## src/rtl/seg_scan_pkg.sv

```systemverilog
package seg_scan_pkg;
   localparam int SLICES  = 8;
   localparam int SLICE_W = $clog2(SLICES);

   // number of blanked leading slices for a 2-bit brightness level
   function automatic logic [SLICE_W-1:0] first_lit_slice(input logic [1:0] lvl);
      return SLICE_W'(2'd3 - lvl);
   endfunction
endpackage

```

## src/rtl/seg_scan_timer.sv

```systemverilog
module seg_scan_timer
   import seg_scan_pkg::*;
#(
   parameter int DIV_W = 8,
   parameter int IDX_W = 3
) (
   input  logic               clk,
   input  logic               rst_n,
   input  logic               mod_en,
   input  logic               step,
   input  logic [DIV_W-1:0]   div_in,
   input  logic [IDX_W-1:0]   last_idx,
   output logic [SLICE_W-1:0] slice,
   output logic [IDX_W-1:0]   idx,
   output logic [IDX_W-1:0]   nxt_idx,
   output logic               bound
);
   logic [DIV_W-1:0] pre_q;
   logic [DIV_W-1:0] div_q;
   logic             slice_end;

   assign slice_end = (pre_q == div_q);
   assign bound     = step && slice_end && (slice == SLICE_W'(SLICES - 1));
   assign nxt_idx   = (idx >= last_idx) ? '0 : idx + 1'b1;

   always_ff @(posedge clk or negedge rst_n) begin
      if (!rst_n) begin
         pre_q <= '0;
         div_q <= '0;
         slice <= '0;
         idx   <= '0;
      end else if (!mod_en) begin
         pre_q <= '0;
         slice <= '0;
         idx   <= '0;
         div_q <= div_in;
      end else if (step) begin
         if (slice_end) begin
            pre_q <= '0;
            slice <= slice + 1'b1;
            if (bound) begin
               idx   <= nxt_idx;
               div_q <= div_in;
            end
         end else begin
            pre_q <= pre_q + 1'b1;
         end
      end
   end
endmodule

```

## src/rtl/seg_scan_bank.sv

```systemverilog
module seg_scan_bank #(
   parameter int NUM_DIG = 8,
   parameter int SEG_W   = 8,
   parameter int IDX_W   = 3
) (
   input  logic             clk,
   input  logic             rst_n,
   input  logic             mod_en,
   input  logic             wr_en,
   input  logic [IDX_W-1:0] wr_addr,
   input  logic [SEG_W-1:0] wr_data,
   input  logic             bound,
   input  logic [IDX_W-1:0] nxt_idx,
   output logic [SEG_W-1:0] seg_hold
);
   logic [SEG_W-1:0] mem [NUM_DIG];

   for (genvar g = 0; g < NUM_DIG; g++) begin : g_entry
      always_ff @(posedge clk or negedge rst_n) begin
         if (!rst_n)
            mem[g] <= '0;
         else if (wr_en && (wr_addr == IDX_W'(g)))
            mem[g] <= wr_data;
      end
   end

   // snapshot taken when a digit's period begins
   always_ff @(posedge clk or negedge rst_n) begin
      if (!rst_n)
         seg_hold <= '0;
      else if (!mod_en)
         seg_hold <= mem[0];
      else if (bound)
         seg_hold <= mem[nxt_idx];
   end
endmodule

```

## src/rtl/seg_scan_drive.sv

```systemverilog
module seg_scan_drive
   import seg_scan_pkg::*;
#(
   parameter int NUM_DIG = 8,
   parameter int SEG_W   = 8,
   parameter int IDX_W   = 3
) (
   input  logic               mod_en,
   input  logic               com_mode,
   input  logic               com_off_hiz,
   input  logic               seg_off_hiz,
   input  logic [1:0]         bright,
   input  logic [SLICE_W-1:0] slice,
   input  logic [IDX_W-1:0]   idx,
   input  logic [SEG_W-1:0]   seg_hold,
   output logic [NUM_DIG-1:0] com_o,
   output logic [NUM_DIG-1:0] com_oe,
   output logic [SEG_W-1:0]   seg_o,
   output logic [SEG_W-1:0]   seg_oe
);
   logic lit;
   logic com_on_lvl;
   logic seg_on_lvl;

   assign lit        = mod_en && (slice >= first_lit_slice(bright));
   assign com_on_lvl = com_mode;
   assign seg_on_lvl = ~com_mode;

   for (genvar c = 0; c < NUM_DIG; c++) begin : g_com
      logic act;
      assign act       = lit && (idx == IDX_W'(c));
      assign com_o[c]  = act ? com_on_lvl : ~com_on_lvl;
      assign com_oe[c] = act || !com_off_hiz;
   end

   for (genvar s = 0; s < SEG_W; s++) begin : g_seg
      logic act;
      assign act       = lit && seg_hold[s];
      assign seg_o[s]  = act ? seg_on_lvl : ~seg_on_lvl;
      assign seg_oe[s] = act || !seg_off_hiz;
   end
endmodule

```

## src/rtl/seg_scan_ctrl.sv

```systemverilog
module seg_scan_ctrl
   import seg_scan_pkg::*;
#(
   parameter int NUM_DIG = 8,
   parameter int SEG_W   = 8,
   parameter int DIV_W   = 8,
   localparam int IDX_W  = $clog2(NUM_DIG)
) (
   input  logic               clk,
   input  logic               rst_n,
   input  logic               clk_en,
   input  logic               mod_en,
   input  logic               dbg_halt,
   input  logic               run_in_dbg,
   input  logic [DIV_W-1:0]   lp_div,
   input  logic [IDX_W-1:0]   last_dig,
   input  logic               com_mode,
   input  logic               com_off_hiz,
   input  logic               seg_off_hiz,
   input  logic [1:0]         bright,
   input  logic               wr_en,
   input  logic [IDX_W-1:0]   wr_addr,
   input  logic [SEG_W-1:0]   wr_data,
   output logic [NUM_DIG-1:0] com_o,
   output logic [NUM_DIG-1:0] com_oe,
   output logic [SEG_W-1:0]   seg_o,
   output logic [SEG_W-1:0]   seg_oe
);
   if (NUM_DIG < 2 || (1 << IDX_W) != NUM_DIG) begin : g_bad_dig
      $error("NUM_DIG must be a power of two, at least 2");
   end
   if (SEG_W < 7) begin : g_bad_seg
      $error("SEG_W must cover seven segments");
   end
   if (DIV_W < 1) begin : g_bad_div
      $error("DIV_W must be positive");
   end

   logic               step;
   logic               dig_bound;
   logic [SLICE_W-1:0] cur_slice;
   logic [IDX_W-1:0]   cur_idx;
   logic [IDX_W-1:0]   nxt_idx;
   logic [SEG_W-1:0]   seg_hold;

   assign step = clk_en && mod_en && (!dbg_halt || run_in_dbg);

   seg_scan_timer #(.DIV_W(DIV_W), .IDX_W(IDX_W)) i_timer (
      .clk      (clk),
      .rst_n    (rst_n),
      .mod_en   (mod_en),
      .step     (step),
      .div_in   (lp_div),
      .last_idx (last_dig),
      .slice    (cur_slice),
      .idx      (cur_idx),
      .nxt_idx  (nxt_idx),
      .bound    (dig_bound)
   );

   seg_scan_bank #(.NUM_DIG(NUM_DIG), .SEG_W(SEG_W), .IDX_W(IDX_W)) i_bank (
      .clk      (clk),
      .rst_n    (rst_n),
      .mod_en   (mod_en),
      .wr_en    (wr_en),
      .wr_addr  (wr_addr),
      .wr_data  (wr_data),
      .bound    (dig_bound),
      .nxt_idx  (nxt_idx),
      .seg_hold (seg_hold)
   );

   seg_scan_drive #(.NUM_DIG(NUM_DIG), .SEG_W(SEG_W), .IDX_W(IDX_W)) i_drive (
      .mod_en      (mod_en),
      .com_mode    (com_mode),
      .com_off_hiz (com_off_hiz),
      .seg_off_hiz (seg_off_hiz),
      .bright      (bright),
      .slice       (cur_slice),
      .idx         (cur_idx),
      .seg_hold    (seg_hold),
      .com_o       (com_o),
      .com_oe      (com_oe),
      .seg_o       (seg_o),
      .seg_oe      (seg_oe)
   );
endmodule

```

## config.mk

```make
export PLATFORM = sky130hd
export DESIGN_NAME = seg_scan_ctrl
export DESIGN_NICKNAME = d
export VERILOG_FILES = /design/src/rtl/seg_scan_pkg.sv /design/src/rtl/seg_scan_timer.sv /design/src/rtl/seg_scan_bank.sv /design/src/rtl/seg_scan_drive.sv /design/src/rtl/seg_scan_ctrl.sv
export SDC_FILE = /design/constraint.sdc
export NUM_CORES = 1
export LEC_CHECK = 0
export BUFFER_PORTS_ARGS = -buffer_cell sky130_fd_sc_hd__buf_2
export CAP_MARGIN = 20
export CORE_AREA = 2 2 117 119
export CTS_CLUSTER_DIAMETER = 100
export DETAILED_ROUTE_END_ITERATION = 8
export DIE_AREA = 0 0 119 121
export GPL_ROUTABILITY_DRIVEN = 0
export MAX_ROUTING_LAYER = met4
export SETUP_SLACK_MARGIN = 0.15
export SYNTH_ARGS = -nofsm -noshare
export SYNTH_HDL_FRONTEND = slang
export SYNTH_HIERARCHICAL = 1
export SYNTH_SLANG_ARGS = --single-unit
```

## constraint.sdc

```tcl
create_clock -name clk -period 4.1 [get_ports clk]
set_input_delay 0.615 -clock clk [delete_from_list [all_inputs] [get_ports clk]]
set_output_delay 0.615 -clock clk [all_outputs]
set_load 0.03 [all_outputs]
```

==> impl_metrics.env, run 1 <==
export IMPL_status="finished clean"
export IMPL_pwr_density_cell_nw_per_um2=419.0
export IMPL_ys_seq_area_share_pct=45.59
export IMPL_drt_iter0_drc=135
export IMPL_period_needed_ns=2.954
export IMPL_path_cells="inv_1 -> ha_1 -> nor2b_4 -> o21ai_4 -> buf_4 -> nand2_4 -> xnor2_2 -> buf_2"
export IMPL_die_area_um2=14400
export IMPL_io_pins=66
export IMPL_drtAntennaViolNets=0
export IMPL_clk_latency_ns=0.34
export IMPL_vias=3295
export IMPL_post_cts_buffers=0
export IMPL_synthToLayoutAreaGrowth_pct=15.23
export IMPL_slew_viol_final=0
export IMPL_post_route_period_util_pct=72.05
export IMPL_synth_cell_types=51
export IMPL_first_global_vias=3248
export IMPL_htreeDepth=3
export IMPL_cts_buffers=9
export IMPL_path_buf_inv=3
export IMPL_cp_required_ns=3.48
export IMPL_netlist_area_um2=5160
export IMPL_r2r_cells=9
export IMPL_synth_cells=404
export IMPL_yosys_area_top_type="dfrtp_1"
export IMPL_synth_most_common_cell="dfrtp_1"
export IMPL_critPathTopFamily="buffers and inverters"
export IMPL_yosys_warnings=6
export IMPL_slowest_stage="o21ai_4"
export IMPL_final_hold_viol_count=0
export IMPL_io_buffer_count=65
export IMPL_cts_max_path_buffers=2
export IMPL_grt_pass1_wl_um=17060
export IMPL_setup_viol=0
export IMPL_fillers=1197
export IMPL_viasPerCell=5.069
export IMPL_die_w_um=119
export IMPL_wl_um=10280
export IMPL_fp_coreArea_um2=13090
export IMPL_ys_ff_latch=94
export IMPL_synthFlopType="dfrtp_1"
export IMPL_synth_edff_count=0
export IMPL_start_kind="flip-flop"
export IMPL_die_h_um=121
export IMPL_synth_nets=447
export IMPL_slew_headroom_pct=36.26
export IMPL_postSynthAreaPerCell_um2=12.77
export IMPL_p_leak_uw=0.002781
export IMPL_drc=0
export IMPL_first_pass_iters=5
export IMPL_place_inst=634
export IMPL_synth_top_area_share_pct=45.59
export IMPL_cts_root_buf="clkbuf_16"
export IMPL_overflow=0
export IMPL_setup_tns_ns=0
export IMPL_cts_sinks=94
export IMPL_clkTransAtPathRegs_ns=0.06
export IMPL_worstSetupEndpointType="primary output"
export IMPL_reg2reg_slack_ns=1.23
export IMPL_rsz0062_at_grt="no"
export IMPL_skew_ns=0.005862
export IMPL_hpwl_um=7081
export IMPL_synthTopCellsByArea="dfrtp_1, mux2_2, mux4_1"
export IMPL_start_util_pct=39.43
export IMPL_grt_max_degree=77
export IMPL_drive_gt1_share_pct=44.51
export IMPL_ys_top_cells_by_count="dfrtp_1, mux2_2, nand2_1, xor2_1, nor2b_1"
export IMPL_cts_tree="built"
export IMPL_rr_endpoint="i_bank/seg_hold[0]"
export IMPL_fin_nets=512
export IMPL_crit_fanout=14
export IMPL_slowest_delay_ns=0.53
export IMPL_worst_pin_slew_ns=0.9560
export IMPL_maxCapViolCount=0
export IMPL_fin_cells=650
export IMPL_grt_use_total_pct=15.73
export IMPL_fmax_mhz=338.5
export IMPL_async_flop_share_pct=100.0
export IMPL_p_total_uw=2491
export IMPL_wl_per_cell_um=15.81
export IMPL_antenna_found_initial=0
export IMPL_rows=42
export IMPL_rr_startpoint="i_timer/idx[0]"
export IMPL_cp_arrival_ns=2.34
export IMPL_diodes=0
export IMPL_vdd_drop_max_mv=0.2031
export IMPL_cts_hold_buf=0
export IMPL_post_cts_resized=0
export IMPL_path_class="flip-flop to primary output"
export IMPL_hp_class="input pin to asynchronous set/reset pin"
-- worst max-delay path by stage --
| stage | start | to | slack (ns) | cells after the start |
|---|---|---|---|---|
| after floorplan | last_dig[0] | i_bank/seg_hold[0] | 1.24 | 8 |
| after global placement | last_dig[0] | i_bank/seg_hold[0] | 1.17 | 9 |
| after detailed placement | last_dig[0] | i_bank/seg_hold[0] | 1.15 | 9 |
| after CTS | i_timer/slice[0] | seg_o[1] | 1.11 | 8 |
| after global routing | i_timer/slice[0] | seg_o[0] | 1.0 | 8 |
| final | i_timer/slice[0] | seg_o[1] | 1.15 | 8 |
-- power by group --
part	switching (uW)	internal, uW	total (uW)
sequential	91.4	1090	1180
clock	335	505	841
combinational	214	254	468
total	641	1850	2490
-- layout make-up --
class | count | area, um2 | share of cell area, %
clock inverters | 3 | 42.54 | 0.7155
multi-input cells | 286 | 2671 | 44.93
well taps | 176 | 220.2 | 3.704
inverters | 7 | 26.28 | 0.4419
repair buffers | 71 | 372.9 | 6.271
flip-flops and latches | 94 | 2352 | 39.56
clock buffers | 13 | 260.3 | 4.377
-- placed cells by master (no fill, tap or decap), types with 3 or more instances in the layout --
master	instances
nand2_4	11
clkbuf_16	9
xor2_1	22
xnor2_2	8
nand4b_1	6
o21ai_0	3
nand3_1	9
and3_1	3
a21oi_1	9
nor2_1	11
o22ai_1	8
o31ai_1	8
nand2b_1	5
buf_4	7
ha_1	9
nand2_1	29
mux4_1	8
buf_2	64
dfrtp_1	94
mux2_2	89
nor2b_1	16
inv_1	7
nand4_1	5
-- worst register-to-register path, delay by kind of cell (launching register included) --
family / cells / cell delay (ns)
flip-flops: 1 / 0.58
AO/OA/AOI/OAI: 3 / 0.53
buffers and inverters: 2 / 0.45
adder cells (fa/ha/maj): 1 / 0.27
AND/OR/NAND/NOR: 2 / 0.28
multiplexers: 1 / 0.64
-- state kept, by name, summed over array words and instances (netlist names) --
signal and flops:
i_timer/slice 3, i_timer/idx 3, i_timer/div_q 8, i_bank/seg_hold 8
i_timer/pre_q 8, i_bank/mem 64
-- metrics by stage --
stage | hold slack, ns | area (um2) | util, % | setup slack, ns
after floorplan | 0.3194 | 5160 | - | 1.244
after global placement | 0.4789 | 5643 | 43.12 | 1.174
after detailed placement | 0.4858 | 5643 | 43.12 | 1.146
after CTS | 0.4598 | 5946 | 45.44 | 1.106
after global routing | 0.5004 | 5946 | 45.44 | 0.9956
final | 0.4293 | 5946 | 45.44 | 1.146
-- logic make-up (layout without fill, tap and decap cells) --
group | Yosys count | after routing | synth area share, %
mux | 97 | 97 | 23.50
simple gates | 112 | 112 | 14.52
compound gates | 37 | 37 | 4.898
xor+xnor | 31 | 31 | 6.426
buf+inv | 24 | 94 | 2.885
fa+ha+maj | 9 | 9 | 2.182
flops | 94 | 94 | 45.59
-- per-layer routing --
metal,track usage [%],routed length [um],up-vias
met5,-,0,-
met1,20.70,4873,1647
met3,3.102,320,9
met4,5.506,131,0
met2,24.43,4950,57
li1,-,-,1582
Note: power is estimated with default switching activity, not from simulation.
==> run 2, diff against run 1 <==
clock period = 2.9 ns   (was 4.1 ns; I/O delays follow)
==> impl_metrics.env, run 2 (synthesis results as in run 1) <==
export IMPL_status="finished clean"
export IMPL_io_buffer_count=65
export IMPL_critPathTopFamily="buffers and inverters"
export IMPL_hpwl_um=7396
export IMPL_path_cells="inv_1 -> ha_1 -> nor2b_4 -> o21ai_4 -> buf_4 -> nand2_4 -> xor2_1 -> buf_2"
export IMPL_final_hold_viol_count=0
export IMPL_wl_per_cell_um=16.43
export IMPL_slowest_delay_ns=0.39
export IMPL_hp_class="input pin to asynchronous set/reset pin"
export IMPL_synthToLayoutAreaGrowth_pct=16.05
export IMPL_maxCapViolCount=0
export IMPL_clk_latency_ns=0.34
export IMPL_drc=0
export IMPL_p_leak_uw=0.002803
export IMPL_path_class="flip-flop to primary output"
export IMPL_fillers=1193
export IMPL_fmax_mhz=389.2
export IMPL_mostFrequentLayoutCells="dfrtp_1, mux2_2, buf_2"
export IMPL_slew_viol_final=0
export IMPL_fp_coreArea_um2=13090
export IMPL_htreeDepth=3
export IMPL_drt_iter0_drc=143
export IMPL_drtAntennaViolNets=0
export IMPL_post_route_util_pct=45.76
export IMPL_largest_register_ffs=64
export IMPL_cts_max_path_buffers=2
export IMPL_clkTransAtPathRegs_ns=0.07
export IMPL_rr_endpoint="i_bank/seg_hold[7]"
export IMPL_worstSetupEndpointType="primary output"
export IMPL_die_w_um=119
export IMPL_fin_nets=513
export IMPL_regMostFlops="i_bank/mem"
export IMPL_start_util_pct=39.43
export IMPL_worst_pin_slew_ns=0.8884
export IMPL_cts_root_buf="clkbuf_16"
export IMPL_cts_buffers=9
export IMPL_finish_instance_area_um2=5988
export IMPL_io_pins=66
export IMPL_cts_hold_buf=0
export IMPL_rsz0062_at_grt="no"
export IMPL_skew_ns=0.006618
export IMPL_grt_max_degree=59
export IMPL_slowest_stage="dfrtp_1"
export IMPL_cp_required_ns=2.47
export IMPL_vdd_drop_max_mv=0.2648
export IMPL_setup_tns_ns=0
export IMPL_pwr_density_cell_nw_per_um2=604.1
export IMPL_vias=3316
export IMPL_reg2reg_slack_ns=0.40
export IMPL_post_cts_buffers=0
export IMPL_placedInstanceArea_um2=5668
export IMPL_viasPerCell=5.102
export IMPL_post_cts_resized=0
export IMPL_drive_gt1_share_pct=44.94
export IMPL_crit_fanout=10
export IMPL_r2r_cells=7
export IMPL_overflow=0
export IMPL_slew_headroom_pct=40.45
export IMPL_die_h_um=121
export IMPL_final_common_cell="dfrtp_1"
export IMPL_grt_use_total_pct=16.03
export IMPL_cts_sinks=94
export IMPL_path_buf_inv=3
export IMPL_wl_um=10680
export IMPL_antenna_found_initial=0
export IMPL_first_global_vias=3336
export IMPL_rows=42
export IMPL_diodes=0
export IMPL_period_needed_ns=2.569
export IMPL_post_route_period_util_pct=88.59
export IMPL_first_pass_iters=4
export IMPL_start_kind="flip-flop"
export IMPL_cts_tree="built"
export IMPL_setup_viol=0
export IMPL_die_area_um2=14400
export IMPL_grt_pass1_wl_um=17350
export IMPL_cp_arrival_ns=2.13
export IMPL_rr_startpoint="i_timer/idx[1]"
[run 2: changes by cell type in the layout (fill, tap and decap cells not counted)]
cell / previous run / this run
buf_4: 7 / 6
buf_12: 0 / 2
bufinv_16: 1 / 2
inv_6: 0 / 1
a211oi_2: 0 / 1
a211oi_4: 1 / 0
clkbuf_1: 2 / 0
clkbuf_8: 2 / 1
[run 2: metrics by stage]
step	setup slack, ns	total power (uW)	hold WS, ns	cells
finish	0.3308	3618	0.05725	650
global route	0.1639	3802	0.08834	650
CTS	0.2824	3658	0.07558	650
detailed placement	0.2930	2378	0.4479	635
global placement	0.3233	2341	0.4444	635
floorplan	0.3186	2181	0.1394	404
[run 2: area by class of cell]
type	instances	area, um2	area share, %
inverters	7	26.28	0.4388
multi-input cells	286	2664	44.48
clock inverters	5	81.33	1.358
flip-flops and latches	94	2352	39.28
repair buffers	72	405.4	6.770
well taps	176	220.2	3.677
clock buffers	10	239.0	3.991
[run 2: worst max-delay path by stage]
stage | startpoint | cells past startpoint | slack [ns] | to
after detailed placement | last_dig[0] | 9 | 0.29 | i_bank/seg_hold[6]
after CTS | i_timer/slice[0] | 8 | 0.28 | com_o[4]
after floorplan | i_timer/idx[0] | 9 | 0.32 | i_bank/seg_hold[0]
after global routing | i_timer/slice[0] | 8 | 0.16 | com_o[4]
final | i_timer/slice[0] | 8 | 0.33 | com_o[4]
after global placement | last_dig[0] | 9 | 0.32 | i_bank/seg_hold[5]
[run 2: worst register-to-register path: cells and delay by family (launching register included)]
kind | cells | cell delay, ns
DFF | 1 | 0.55
buffers and inverters | 1 | 0.23
and+or+nand+nor | 1 | 0.14
AOI/OAI and AO/OA | 3 | 0.58
adders and majority gates | 1 | 0.30
muxes | 1 | 0.57
[run 2: metal layers]
| layer | vias to the layer above | GRT usage (%) | wire, um |
|---|---|---|---|
| met5 | - | - | 0 |
| met4 | 0 | 4.464 | 121 |
| met3 | 8 | 3.148 | 399 |
| met2 | 66 | 27.66 | 5371 |
| met1 | 1654 | 19.25 | 4787 |
| li1 | 1588 | - | - |
[run 2: power breakdown]
group | internal [uW] | leakage, uW | total, uW | switching (uW)
Sequential | 1540 | 0.00116 | 1680 | 136
Combinational | 363 | 0.00149 | 671 | 308
Clock | 775 | 0.000155 | 1270 | 494
==> run 3, diff against run 2 <==
CORE_AREA = 3 3 118 120   (was 2 2 117 119)
DIE_AREA = 0 0 121 123   (was 0 0 119 121)
==> impl_metrics.env, run 3 (synthesis results as in run 1) <==
export IMPL_status="finished clean"
export IMPL_pwr_density_cell_nw_per_um2=602.3
export IMPL_die_area_um2=14880
export IMPL_drc=0
export IMPL_worstSetupEndpointType="primary output"
export IMPL_setup_tns_ns=0
export IMPL_first_pass_iters=4
export IMPL_drt_iter0_drc=138
export IMPL_cp_required_ns=2.47
export IMPL_cts_buffers=9
export IMPL_final_seq_area_um2=2352
export IMPL_switching_share_pct=25.20
export IMPL_clk_latency_ns=0.33
export IMPL_die_w_um=121
export IMPL_mostFrequentLayoutCells="dfrtp_1, mux2_2, buf_2"
export IMPL_regMostFlops="i_bank/mem"
export IMPL_p_leak_uw=0.002815
export IMPL_cts_root_buf="clkbuf_16"
export IMPL_cts_sinks=94
export IMPL_power_frac_seq_pct=46.2
export IMPL_cts_tree="built"
export IMPL_p_sw_uw=912.0
export IMPL_combPwrFrac_pct=18.5
export IMPL_hp_class="input pin to asynchronous set/reset pin"
export IMPL_path_class="flip-flop to primary output"
export IMPL_final_common_cell="dfrtp_1"
export IMPL_setup_viol=0
export IMPL_fin_cells=652
export IMPL_clkTransAtPathRegs_ns=0.06
export IMPL_post_cts_resized=0
export IMPL_cp_arrival_ns=2.12
export IMPL_drive_gt1_share_pct=45.17
export IMPL_rsz0062_at_grt="no"
export IMPL_grt_max_degree=56
export IMPL_antenna_found_initial=0
export IMPL_io_pins=66
export IMPL_grt_use_total_pct=15.22
export IMPL_internal_power_uw=2707
export IMPL_synthToLayoutAreaGrowth_pct=16.46
export IMPL_vias=3322
export IMPL_period_needed_ns=2.552
export IMPL_cts_max_path_buffers=2
export IMPL_worst_pin_slew_ns=0.7778
export IMPL_critical_path_startpoint="i_timer/slice[0]"
export IMPL_place_inst=636
export IMPL_vdd_drop_max_mv=0.2997
export IMPL_post_route_period_util_pct=88.01
export IMPL_grt_pass1_wl_um=17260
export IMPL_multi_input_comb_area_um2=2664
export IMPL_first_global_vias=3343
export IMPL_wl_per_cell_um=16.02
export IMPL_die_h_um=123
export IMPL_post_cts_buffers=0
export IMPL_largest_register_ffs=64
export IMPL_fin_nets=514
export IMPL_hold_ws_ns=0.07511
export IMPL_slew_headroom_pct=48.04
export IMPL_viasPerCell=5.095
export IMPL_overflow=0
export IMPL_skew_ns=0.004141
export IMPL_crit_fanout=10
export IMPL_maxCapViolCount=0
export IMPL_slew_viol_final=0
export IMPL_diodes=0
export IMPL_htreeDepth=3
export IMPL_io_buffer_count=65
export IMPL_cts_hold_buf=0
export IMPL_wl_um=10440
export IMPL_fillers=1188
export IMPL_rr_startpoint="i_timer/idx[1]"
export IMPL_rows=42
export IMPL_fp_coreArea_um2=13090
export IMPL_p_total_uw=3619
export IMPL_drtAntennaViolNets=0
export IMPL_hpwl_um=7314
export IMPL_final_hold_viol_count=0
export IMPL_start_util_pct=39.43
export IMPL_start_kind="flip-flop"
export IMPL_pwr_share_clk_pct=35.3
export IMPL_fmax_mhz=391.8
==> run 3: cell count changes in the layout (fill, tap and decap cells not counted) <==
cell,change
clkinv_4,+1
clkbuf_8,+1
buf_4,+1
inv_6,-1
==> run 3: worst max-delay path: stages (launching register included) <==
cell     delay (ns)
dfrtp_1        0.39
inv_1          0.06
ha_1           0.31
nor2b_4        0.05
o21ai_4        0.22
buf_4          0.33
nand2_4        0.09
xnor2_2        0.13
buf_2          0.21
==> run 3: through the flow <==
stage / utilization (%) / area [um2] / setup WS (ns)
finish: 45.93 / 6010 / 0.3476
CTS: 45.93 / 6010 / 0.2941
floorplan: - / 5165 / 0.3186
global placement: 43.37 / 5675 / 0.3223
detailed placement: 43.37 / 5675 / 0.2948
global route: 45.93 / 6010 / 0.1772
==> run 3: area by class of cell <==
| type | instances | area share (%) |
|---|---|---|
| inverters | 7 | 0.4372 |
| clock inverters | 5 | 1.353 |
| multi-input cells | 286 | 44.33 |
| repair buffers | 73 | 6.871 |
| clock buffers | 11 | 4.206 |
| well taps | 176 | 3.664 |
| flip-flops and latches | 94 | 39.14 |
==> run 3: path summary, 6_finish.rpt <==
kind	end	slack, ns	cells after the start
worst max-delay path	seg_o[3]	0.35	8
worst min-delay path	i_bank/mem[32]	0.08	1
worst max register to register	i_bank/seg_hold[6]	0.43	7
worst min register to register	i_bank/mem[16]	0.50	1
max in group asynchronous	i_timer/pre_q[4]	2.15	2
min in group clk	i_timer/div_q[0]	0.33	2
==> run 3: power by group through the flow <==
stage          Clock (uW)  Combinational [uW]  Sequential [uW]
3_3_place_gp            0                 653             1690
4_1_cts              1320                 679             1670
6_report             1280                 669             1670
2_1_floorplan           0                 530             1650
3_5_place_dp            0                 675             1700
5_1_grt              1360                 736             1700
==> run 3: per-layer routing <==
layer / share of wire, % / vias up / global-route usage (%)
met1: 45 / 1650 / 19.25
met3: 3.6 / 14 / 1.784
met2: 49 / 66 / 25.29
met4: 2.0 / 0 / 5.807
li1: - / 1592 / -
met5: 0 / - / -
